## src/rtl/subcarrierNco_pkg.sv

```systemverilog
package subcarrierNco_pkg;

  typedef enum logic [1:0] {
    RST_NONE  = 2'b00,
    RST_FIELD = 2'b01,
    RST_SEQ   = 2'b10,
    RST_LINE  = 2'b11
  } restartMode_e;

  typedef struct packed {
    logic loadPhase;
    logic advance;
  } ncoStrobe_t;

  localparam real TWO_PI = 6.283185307179586;

endpackage

```

## src/rtl/subcarrierNcoCtrl.sv

```systemverilog
module subcarrierNcoCtrl
  import subcarrierNco_pkg::*;
#(
  parameter int PAL_FIELDS  = 8,
  parameter int NTSC_FIELDS = 4
) (
  input  logic       clk,
  input  logic       rstN,
  input  logic [1:0] resetMode,
  input  logic       palMode,
  input  logic       lineStart,
  input  logic       fieldStart,
  output ncoStrobe_t strobe
);

  localparam int CNT_W = (PAL_FIELDS > 2) ? $clog2(PAL_FIELDS) : 1;
  localparam logic [CNT_W-1:0] PAL_LAST  = CNT_W'(PAL_FIELDS - 1);
  localparam logic [CNT_W-1:0] NTSC_LAST = CNT_W'(NTSC_FIELDS - 1);

  logic [CNT_W-1:0] fieldCnt;
  logic [CNT_W-1:0] seqLast;
  logic             seqHit;
  restartMode_e     mode;

  assign mode    = restartMode_e'(resetMode);
  assign seqLast = palMode ? PAL_LAST : NTSC_LAST;
  assign seqHit  = fieldStart && (fieldCnt == '0);

  always_ff @(posedge clk) begin
    if (!rstN) begin
      fieldCnt <= '0;
    end else if (fieldStart) begin
      fieldCnt <= (fieldCnt >= seqLast) ? '0 : fieldCnt + 1'b1;
    end
  end

  always_comb begin
    strobe = '0;
    unique case (mode)
      RST_NONE:  strobe.loadPhase = 1'b0;
      RST_FIELD: strobe.loadPhase = fieldStart;
      RST_SEQ:   strobe.loadPhase = seqHit;
      RST_LINE:  strobe.loadPhase = lineStart;
      default:   strobe.loadPhase = 1'b0;
    endcase
    strobe.advance = !strobe.loadPhase;
  end

endmodule

```

## src/rtl/subcarrierNcoLut.sv

```systemverilog
module subcarrierNcoLut
  import subcarrierNco_pkg::*;
#(
  parameter int ADDR_W   = 10,
  parameter int SAMPLE_W = 9
) (
  input  logic [ADDR_W-1:0]          addr,
  output logic signed [SAMPLE_W-1:0] sample
);

  localparam int QUARTER = 2 ** (ADDR_W - 2);
  localparam int FULL    = 2 ** ADDR_W;
  localparam int MAG_W   = SAMPLE_W - 1;
  localparam int AMPL    = 2 ** MAG_W - 1;

  function automatic logic [MAG_W-1:0] quarterValue(input int idx);
    real angle;
    angle = TWO_PI * (real'(idx) + 0.5) / real'(FULL);
    return MAG_W'($rtoi(real'(AMPL) * $sin(angle) + 0.5));
  endfunction

  logic [MAG_W-1:0] quarterRom [QUARTER];

  for (genvar g = 0; g < QUARTER; g++) begin : gRom
    assign quarterRom[g] = quarterValue(g);
  end

  logic [1:0]        quadrant;
  logic [ADDR_W-3:0] inQuad;
  logic [ADDR_W-3:0] romIdx;
  logic [MAG_W-1:0]  mag;

  assign quadrant = addr[ADDR_W-1 -: 2];
  assign inQuad   = addr[ADDR_W-3:0];
  assign romIdx   = quadrant[0] ? ~inQuad : inQuad;
  assign mag      = quarterRom[romIdx];
  assign sample   = quadrant[1] ? -$signed({1'b0, mag}) : $signed({1'b0, mag});

endmodule

```

## src/rtl/subcarrierNcoPath.sv

```systemverilog
module subcarrierNcoPath
  import subcarrierNco_pkg::*;
#(
  parameter int PHASE_W  = 32,
  parameter int ADDR_W   = 10,
  parameter int SAMPLE_W = 9
) (
  input  logic                       clk,
  input  logic                       rstN,
  input  ncoStrobe_t                 strobe,
  input  logic [PHASE_W-1:0]         increment,
  input  logic [PHASE_W-1:0]         phaseOffset,
  output logic [PHASE_W-1:0]         phase,
  output logic signed [SAMPLE_W-1:0] sinOut,
  output logic signed [SAMPLE_W-1:0] cosOut
);

  localparam int QUARTER_STEP = 2 ** (ADDR_W - 2);

  logic [PHASE_W-1:0] acc;
  logic [ADDR_W-1:0]  sinAddr;
  logic [ADDR_W-1:0]  cosAddr;

  always_ff @(posedge clk) begin
    if (!rstN) begin
      acc <= '0;
    end else if (strobe.loadPhase) begin
      acc <= phaseOffset;
    end else if (strobe.advance) begin
      acc <= acc + increment;
    end
  end

  assign phase   = acc;
  assign sinAddr = acc[PHASE_W-1 -: ADDR_W];
  assign cosAddr = sinAddr + ADDR_W'(QUARTER_STEP);

  subcarrierNcoLut #(.ADDR_W(ADDR_W), .SAMPLE_W(SAMPLE_W)) sinLut_i (
    .addr  (sinAddr),
    .sample(sinOut)
  );

  subcarrierNcoLut #(.ADDR_W(ADDR_W), .SAMPLE_W(SAMPLE_W)) cosLut_i (
    .addr  (cosAddr),
    .sample(cosOut)
  );

endmodule

```

## src/rtl/subcarrierNco.sv

```systemverilog
module subcarrierNco
  import subcarrierNco_pkg::*;
#(
  parameter int PHASE_W     = 32,
  parameter int ADDR_W      = 10,
  parameter int SAMPLE_W    = 9,
  parameter int PAL_FIELDS  = 8,
  parameter int NTSC_FIELDS = 4
) (
  input  logic                       clk,
  input  logic                       rstN,
  input  logic [PHASE_W-1:0]         increment,
  input  logic [PHASE_W-1:0]         phaseOffset,
  input  logic [1:0]                 resetMode,
  input  logic                       palMode,
  input  logic                       lineStart,
  input  logic                       fieldStart,
  output logic [PHASE_W-1:0]         phase,
  output logic signed [SAMPLE_W-1:0] sinOut,
  output logic signed [SAMPLE_W-1:0] cosOut
);

  ncoStrobe_t strobe;

  subcarrierNcoCtrl #(.PAL_FIELDS(PAL_FIELDS), .NTSC_FIELDS(NTSC_FIELDS)) ctrl_i (
    .clk       (clk),
    .rstN      (rstN),
    .resetMode (resetMode),
    .palMode   (palMode),
    .lineStart (lineStart),
    .fieldStart(fieldStart),
    .strobe    (strobe)
  );

  subcarrierNcoPath #(.PHASE_W(PHASE_W), .ADDR_W(ADDR_W), .SAMPLE_W(SAMPLE_W)) path_i (
    .clk        (clk),
    .rstN       (rstN),
    .strobe     (strobe),
    .increment  (increment),
    .phaseOffset(phaseOffset),
    .phase      (phase),
    .sinOut     (sinOut),
    .cosOut     (cosOut)
  );

endmodule

```

## config.mk

```make
export PLATFORM = sky130hd
export DESIGN_NAME = subcarrierNco
export DESIGN_NICKNAME = d
export VERILOG_FILES = /design/src/rtl/subcarrierNco_pkg.sv /design/src/rtl/subcarrierNcoCtrl.sv /design/src/rtl/subcarrierNcoLut.sv /design/src/rtl/subcarrierNcoPath.sv /design/src/rtl/subcarrierNco.sv
export SDC_FILE = /design/constraint.sdc
export NUM_CORES = 1
export LEC_CHECK = 0
export ABC_AREA = 1
export CORE_MARGIN = 8
export CORE_UTILIZATION = 25
export CTS_BUF_LIST = sky130_fd_sc_hd__clkbuf_4 sky130_fd_sc_hd__clkbuf_8
export CTS_CLUSTER_DIAMETER = 100
export DETAILED_ROUTE_END_ITERATION = 8
export GPL_TIMING_DRIVEN = 1
export HOLD_SLACK_MARGIN = 0.06
export PLACE_DENSITY_LB_ADDON = 0.25
export SYNTH_ARGS = -nofsm -noshare
export SYNTH_HDL_FRONTEND = slang
export SYNTH_SLANG_ARGS = --single-unit
```

## constraint.sdc

```tcl
create_clock -name clk -period 3 [get_ports clk]
set_input_delay 0.3 -clock clk [delete_from_list [all_inputs] [get_ports clk]]
set_output_delay 0.3 -clock clk [all_outputs]
set_load 0.05 [all_outputs]
```

==> results.rst, run 1 <==
.. list-table::
   :header-rows: 1

   * - Metric
     - Value
   * - Total of buffers placed on input and output ports
     - 120
   * - Starting utilization of the core area
     - 0.253
   * - Crit path required time
     - 2.70 ns
   * - Violated checks
     - setup timing
   * - Remaining antenna violation count after routing
     - 0
   * - Floorplan die width
     - 178 microns
   * - Internal power contribution
     - 4.93 mW
   * - Area used by multi-input combinational logic
     - about 5700 sq um
   * - Final core utilization
     - 0.397
   * - Biggest area consumer among synthesized cells
     - sky130_fd_sc_hd__nand2_1
   * - Number of buffers created by CTS
     - 5
   * - Ant diodes
     - 0
   * - Max-cap violations
     - 0
   * - FFs w/ async S/R, synth
     - 0
   * - Hold Slack
     - 0.510 ns
   * - Largest net degree at the start of global routing
     - 45
   * - Number of distinct library cell variants in the gate-level netlist after synthesis
     - between 50 and 60
   * - Post-synthesis net count
     - 1,285
   * - Sw frac
     - 0.558
   * - Cell count after placement
     - 1,701
   * - Post-Syn Area per Cell
     - 5.59 sq um
   * - Cell area after technology mapping
     - 6550 sq um
   * - Capturing element type of the critical path
     - output pin
   * - Final count of pins violating max slew
     - 0
   * - Clock tree from TritonCTS
     - yes
   * - Number of instances in the synthesized netlist
     - 1,173
   * - Final standard cell count with taps included and fillers excluded
     - 1,762
   * - Stage delay of the slowest cell on the critical path
     - 0.39 ns
   * - Die span in y
     - 178 microns
   * - Final WS setup
     - -0.149 ns
   * - Static power due to leakage
     - 5.10 nW
   * - Die footprint
     - between 30,000 and 40,000 sq um
   * - Warnings from Yosys
     - 0
   * - Relative contribution of the clock network to total power
     - 0.037
   * - First-pass GRT wire length
     - 45,700 microns
   * - Drt wl/cell
     - 16.8 microns
   * - Largest cells by area after synthesis
     - sky130_fd_sc_hd__nand2_1, sky130_fd_sc_hd__dfxtp_1, sky130_fd_sc_hd__nand3_1
   * - Top-level port count
     - 121
   * - Unrepaired setup endpoints after global routing
     - true
   * - Total routing usage reported by global routing
     - 0.180
   * - Initial antenna violation count
     - 0
   * - Worst setup slack for register-to-register paths
     - 0.40 ns
   * - Clock root buffer
     - sky130_fd_sc_hd__clkbuf_8
   * - Count of vias placed by the detailed router
     - 8,720
   * - Tmin final
     - 3.15 ns
   * - Maximum operating frequency
     - 318 MHz
   * - Maximum vdd ir drop
     - 1370 uV
   * - Final-report hold violation count
     - 0
   * - Setup Total Neg Slack
     - -1.43 ns
   * - Area share of the largest cell type after synthesis
     - 0.202
   * - Max stage delay cell, worst path
     - sky130_fd_sc_hd__dfxtp_4
   * - Max Buffers Root-to-Sink
     - 2
   * - DRC Markers
     - 0
   * - Most numerous cell on the critical path
     - sky130_fd_sc_hd__nand2_1
   * - Cell family contributing the most delay on the critical path
     - simple AND/OR/NAND/NOR gates
   * - Via count of the first global-routing pass
     - 8,596
   * - Clock tree skew after final layout
     - 0.0103 ns
   * - Nets@finish
     - ~1,500
   * - Number of H-tree levels
     - 2
   * - Ratio of cells with drive above 1 in the final layout
     - 0.274
   * - Num rows
     - 59
   * - Total power per unit cell area
     - 1090 nW/um^2
   * - Classification of the worst setup path
     - reg2out
   * - TritonRoute pass-1 iters
     - 6
   * - Post-CTS clock slew at the launch and capture registers of the worst setup and hold paths
     - 0.08 ns
   * - Post-route fraction of the period consumed by the critical path
     - 1.05
   * - WP buf/inv
     - 7
   * - Total net switching power
     - around 6.2 mW
   * - Core Box Area
     - 25,900 sq um
   * - #FFs+latches synth
     - 35
   * - Layout overhead on the synthesized area
     - 56.8%
   * - Wirelength, routed
     - 29,500 microns
   * - Final count of negative-setup-slack endpoints
     - 15
   * - Average via count per standard cell
     - 4.95
   * - Total gr overflow
     - 0
   * - Worst Max-Slew Pin Slew
     - 0.635 ns
   * - Number of synthesized flops with an enable pin
     - 0
   * - Clock latency on the worst-skew pair
     - 0.31 ns
   * - Half-perimeter wire length after detailed placement
     - 22,900 microns
   * - Post-synthesis sequential area ratio
     - 0.107
   * - Final Wtd Congestion
     - approximately 1
   * - Most numerous cell types in the synthesized netlist
     - sky130_fd_sc_hd__nand2_1, sky130_fd_sc_hd__nor2_1, sky130_fd_sc_hd__nand3_1, sky130_fd_sc_hd__inv_1, sky130_fd_sc_hd__a21oi_1
   * - FF+latch area
     - 719 sq um
   * - Worst min-delay path category
     - reg2reg
   * - Most instantiated flip-flop cell in the synthesis netlist
     - sky130_fd_sc_hd__dfxtp_1
   * - Outcome
     - finished with violations
   * - Number of inserted filler cells in the final layout
     - 2,756
   * - # hold bufs at CTS
     - 0
   * - Critical Path Start Type
     - flop
   * - Share of total power in combinational logic
     - 0.899
   * - Most common cell in the synthesized netlist
     - sky130_fd_sc_hd__nand2_1
   * - Sequential fraction of design power
     - 0.064
   * - Remaining max-slew budget at the tightest pin
     - 0.572
   * - Crit path arrival time
     - 2.85 ns
   * - Worst Path Max Fanout
     - 6
   * - Cell Chain, Critical Path
     - buf_6, nand2_4, nand2_4, buf_12, buf_16, nand3_4, nand3_4, buf_4, nand3_1, nand2_1, nand2_1, nand2_1, nand3_1, nand2_2, buf_4, nor2_4, nand2_1, nand2_1, xor2_1, inv_1, buf_12
   * - Starting DRT DRC Count
     - 710
   * - Clock sink total
     - 35
[cells in the final DEF, fill, tap and decap left out, drive strengths merged, types with 2 or more instances in the layout]
cell type / count
inv: 131
o221ai: 2
or2: 4
xor2: 21
clkdlybuf4s50: 102
o31ai: 2
clkinv: 2
buf: 181
nor3: 6
nor2: 161
clkbuf: 8
nand3b: 3
o21a: 2
a21oi: 68
nand4: 10
xnor2: 11
nand2: 389
o21ai: 72
a31oi: 5
dfxtp: 35
o211ai: 8
a21boi: 5
o21bai: 3
a21o: 5
ha: 40
nand3: 144
[cell families (layout without fill, tap and decap cells)]
kind of cell / count (synthesis) / after routing / synth area share
AOI/OAI and AO/OA: 177 / 177 / 0.152
xor gates and xnor gates: 32 / 32 / 0.0479
adders and majority gates: 41 / 41 / 0.0794
buffers and inverters: 173 / 424 / 0.120
DFF: 35 / 35 / 0.107
and+or+nand+nor: 715 / 718 / 0.494
[registers in the layout, summed over array words and instances, names as in the netlist]
name and flops:
ctrl_i.fieldCnt 3, path_i.phase 32
[final timing paths]
kind         depth (start not counted)                 end          startpoint
max                                 21           sinOut[3]    path_i.phase[30]
min                                  2  ctrl_i.fieldCnt[0]  ctrl_i.fieldCnt[0]
max reg2reg                         15    path_i.phase[26]     path_i.phase[0]
min reg2reg                          2  ctrl_i.fieldCnt[0]  ctrl_i.fieldCnt[0]
[repair_timing]
item	4_1_cts	5_1_grt
buffers inserted	31	18
cloned	3	1
endpoints found under the setup margin	16	18
pin swaps	26	33
resized for setup	82	101
[power groups by stage]
stage               Sequential [mW]  Clock, mW  Combinational (mW)
floorplan                      1.04          0                4.92
global placement              0.700          0                8.74
detailed placement            0.701          0                8.68
CTS                           0.702      0.436                9.36
global route                  0.727      0.445                10.8
finish                        0.709      0.415                10.0
[per-stage QoR]
| step | total power, mW | area [sq um] | setup slack, ns |
|---|---|---|---|
| after global placement | 9.44 | 9010 | -0.0951 |
| after global routing | 11.9 | 10300 | -0.324 |
| after CTS | 10.5 | 9760 | -0.159 |
| final | 11.2 | 10300 | -0.149 |
| after detailed placement | 9.38 | 9010 | -0.0515 |
| after floorplan | 5.96 | 6610 | -0.0283 |
[metal layers]
metal | share of wire | vias up | wire, microns | GRT usage
li1 | - | 4313 | - | -
met1 | 0.40 | 3931 | 11900 | 0.217
met2 | 0.46 | 397 | 13600 | 0.304
met3 | 0.095 | 79 | 2800 | 0.0457
met4 | 0.040 | 0 | 1170 | 0.0667
met5 | 0 | - | 0 | 0
[tightest hold or removal path, cell delays in order (launching register included)]
cell,delay (ns)
sky130_fd_sc_hd__dfxtp_1,0.34
sky130_fd_sc_hd__nand2_1,0.07
sky130_fd_sc_hd__a21oi_1,0.06
[cell type report]
class	instances	share of cell area
timing repair buffer	283	0.272
sequential	35	0.0700
inverter	133	0.0495
multi-input combinational	968	0.557
tap	335	0.0408
clock buffer	8	0.0101
Note: power is estimated with default switching activity, not from simulation.
==> run 2, diff against run 1 <==
CTS_CLUSTER_DIAMETER = 150   (was 100)
==> results of run 2 <==
No change in the layout: final DEF, timing and power equal those of run 1.
==> run 3, diff against run 2 <==
SYNTH_HIERARCHICAL = 1   (was unset)
==> run 3 against run 2 <==
The flow still finishes with violations (setup timing). Register-to-register slack better by 0.35 ns. First-iteration DRC count is 16% higher. Combinational power is 4% higher. Highest routed layer is now met5.
==> results.rst, run 3 <==
.. list-table::
   :header-rows: 1

   * - Metric
     - Value
   * - Outcome
     - finished with violations
   * - Violated checks
     - setup timing
   * - Post-Place Worst Slack
     - -0.296 ns
   * - Number of H-tree levels
     - 2
   * - Layout overhead on the synthesized area
     - 66.6%
   * - Warnings from Yosys
     - 6
   * - Final core utilization
     - 0.419
   * - Most frequent cells in the layout
     - sky130_fd_sc_hd__nand2_1, sky130_fd_sc_hd__nand3_1, sky130_fd_sc_hd__buf_4
   * - Starting DRT DRC Count
     - 825
   * - Total gr overflow
     - 0
   * - TritonRoute pass-1 iters
     - 5
   * - Worst Path Max Fanout
     - 7
   * - Setup crit end
     - cosOut[2]
   * - Top-level port count
     - 121
   * - Nets@finish
     - a little under 2,000
   * - Flip-flop count of the largest register, all copies and words added
     - 32
   * - FFs w/ async S/R, synth
     - 0
   * - Drt wl/cell
     - 15.9 microns
   * - Maximum vdd ir drop
     - ~560 uV
   * - Worst Max-Slew Pin Slew
     - 0.645 ns
   * - FF-to-FF path depth
     - 11
   * - Core Box Area
     - 32,300 sq um
   * - Post-synthesis sequential area ratio
     - 0.0862
   * - Num rows
     - 66
   * - Largest net degree at the start of global routing
     - 33
   * - Clock tree skew after final layout
     - between 0.01 and 0.015 ns
   * - Remaining antenna violation count after routing
     - 0
   * - Area share of the largest cell type after synthesis
     - 0.272
   * - Tmin final
     - 3.26 ns
   * - Stage delay of the slowest cell on the critical path
     - roughly 0.45 ns
   * - Most common cell in the synthesized netlist
     - sky130_fd_sc_hd__nand2_1
   * - Average via count per standard cell
     - 4.85
   * - Largest cells by area after synthesis
     - sky130_fd_sc_hd__nand2_1, sky130_fd_sc_hd__nand3_1, sky130_fd_sc_hd__ha_1
   * - Classification of the worst setup path
     - reg2out
   * - Critical register-to-register path endpoint
     - path_i/phase[24]
   * - Clock root buffer
     - sky130_fd_sc_hd__clkbuf_8
   * - Most numerous cell on the critical path
     - sky130_fd_sc_hd__nand3_2
   * - Biggest area consumer among synthesized cells
     - sky130_fd_sc_hd__nand2_1
   * - Max-cap violations
     - 0
   * - Timing startpoint of the critical path
     - path_i/phase[30]
   * - Final count of pins violating max slew
     - 0
   * - Number of instances in the synthesized netlist
     - roughly 1,500
   * - Wirelength, routed
     - 36,200 microns
   * - Leading cell type in the layout, fill and taps excluded
     - sky130_fd_sc_hd__nand2_1
   * - Cell area after technology mapping
     - between 8000 and 9000 sq um
   * - Clock latency on the worst-skew pair
     - approximately 0.31 ns
   * - Final WS setup
     - -0.259 ns
   * - Cell family contributing the most delay on the critical path
     - simple AND/OR/NAND/NOR gates
   * - Count of vias placed by the detailed router
     - roughly 11,000
   * - Critical Path Start Type
     - flop
   * - Final count of negative-setup-slack endpoints
     - 16
   * - Worst min-delay path category
     - reg2reg
   * - Total power per unit cell area
     - roughly 850 nW/um^2
   * - First-pass GRT wire length
     - 58,500 microns
   * - Post-synthesis net count
     - 1,665
   * - Die span in y
     - 196 microns
   * - Half-perimeter wire length after detailed placement
     - 28,300 microns
   * - Unrepaired setup endpoints after global routing
     - true
   * - #FFs+latches synth
     - 35
   * - Worst setup slack for register-to-register paths
     - 0.75 ns
   * - Clock tree from TritonCTS
     - yes
   * - # hold bufs at CTS
     - 0
   * - Die footprint
     - 38,500 sq um
   * - Setup Total Neg Slack
     - -3.04 ns
   * - Starting utilization of the core area
     - 0.252
   * - WP buf/inv
     - 7
   * - Max stage delay cell, worst path
     - sky130_fd_sc_hd__dfxtp_4
   * - Most numerous cell types in the synthesized netlist
     - sky130_fd_sc_hd__nand2_1, sky130_fd_sc_hd__nand3_1, sky130_fd_sc_hd__inv_1, sky130_fd_sc_hd__nor2_1, sky130_fd_sc_hd__a21oi_1
   * - Initial antenna violation count
     - 3
   * - Capturing element type of the critical path
     - output pin
   * - Ratio of cells with drive above 1 in the final layout
     - 0.319
   * - Crit path required time
     - 2.70 ns
   * - Final Wtd Congestion
     - 0.983
   * - Clock sink total
     - 35
   * - Total of buffers placed on input and output ports
     - between 100 and 150
   * - Remaining max-slew budget at the tightest pin
     - 0.569
   * - Floorplan die width
     - 196 microns
   * - Via count of the first global-routing pass
     - about 11,000
   * - Maximum operating frequency
     - about 300 MHz
   * - Number of distinct library cell variants in the gate-level netlist after synthesis
     - 42
   * - Most instantiated flip-flop cell in the synthesis netlist
     - sky130_fd_sc_hd__dfxtp_1
   * - Post-route fraction of the period consumed by the critical path
     - 1.09
   * - Hold Slack
     - 0.512 ns
   * - Post-CTS clock slew at the launch and capture registers of the worst setup and hold paths
     - about 0.08 ns
   * - Start of the worst register-to-register path
     - path_i/phase[0]
   * - Number of buffers created by CTS
     - 5
   * - Max Buffers Root-to-Sink
     - 2
   * - Critical path depth
     - 20
   * - Crit path arrival time
     - 2.96 ns
   * - Number of synthesized flops with an enable pin
     - 0
   * - Cell Chain, Critical Path
     - buf_12, inv_16, nand2_2, nand2_8, ha_4, buf_6, inv_2, nand2_2, nand3_2, nand3_2, nand3_1, nand2_1, nand3_2, nand2_4, inv_4, ha_4, buf_6, nor2_4, xnor2_4, buf_12
   * - Post-Syn Area per Cell
     - 5.29 sq um
   * - Total routing usage reported by global routing
     - 0.185
   * - Static power due to leakage
     - 6.66 nW
   * - Final-report hold violation count
     - 0
   * - DRC Markers
     - 0
-- run 3: worst min path at each step --
| stage | from | to | slack, ns | cells after the start |
|---|---|---|---|---|
| 6_report | path_i/phase[7] | path_i/phase[7] | 0.51 | 2 |
| 5_1_grt | path_i/phase[3] | path_i/phase[3] | 0.53 | 2 |
| 4_1_cts | path_i/phase[8] | path_i/phase[8] | 0.52 | 2 |
| 3_5_place_dp | path_i/phase[3] | path_i/phase[3] | 0.50 | 2 |
| 3_3_place_gp | path_i/phase[5] | path_i/phase[5] | 0.49 | 2 |
| 2_1_floorplan | rstN | path_i/phase[0] | 0.40 | 2 |
-- run 3: routing by layer --
| metal | up-vias | track usage | part of all wire |
|---|---|---|---|
| met1 | 4947 | 0.237 | 0.44 |
| li1 | 5531 | - | - |
| met4 | 2 | 0.0533 | 0.028 |
| met2 | 466 | 0.306 | 0.45 |
| met5 | - | 0 | 0.00050 |
| met3 | 75 | 0.0418 | 0.087 |
-- run 3: repair_timing --
item	CTS	global route
buffers inserted	38	12
endpoints found under the setup margin	17	16
pin swaps	61	67
cloned	6	1
gates resized for setup	310	91
-- run 3: logic make-up after synthesis --
logic type	Yosys count	synth area share
buffers and inverters	252	0.132
AO/OA/AOI/OAI	178	0.127
AND/OR/NAND/NOR	984	0.525
adder cells (fa/ha/maj)	58	0.0902
flip-flops	35	0.0862
XOR/XNOR	29	0.0391
-- run 3: area by class of cell --
type / instances / area, sq um
fill: 3439 / 18800
multi-input combinational: 1251 / 7810
timing repair buffer: 339 / 3510
inverter: 196 / 817
sequential: 35 / 712
tap: 442 / 553
clock buffer: 5 / 68.8
clock inverter: 3 / 67.6
antenna: 2 / 5.00
-- run 3: per-stage QoR --
step                cell area (sq um)  instances  total power [mW]
finish                          13500       2273              11.6
detailed placement              11300       2209              9.04
global route                    13500       2271              12.4
global placement                11300       2209              9.10
CTS                             13000       2259              11.0
floorplan                        8290       1536              5.66
-- run 3: report_power, final --
group | switching (mW) | internal (mW) | total (mW)
clock | 0.210 | 0.332 | 0.542
combinational | 5.91 | 4.47 | 10.4
sequential | 0.0969 | 0.545 | 0.642
total | 6.22 | 5.35 | 11.6
-- run 3: worst register-to-register path: cells and delay by family (launching register included) --
kind,cells,cell delay [ns]
adders and majority gates,2,0.73
and+or+nand+nor,8,0.94
AOI/OAI and AO/OA,1,0.14
DFF,1,0.34
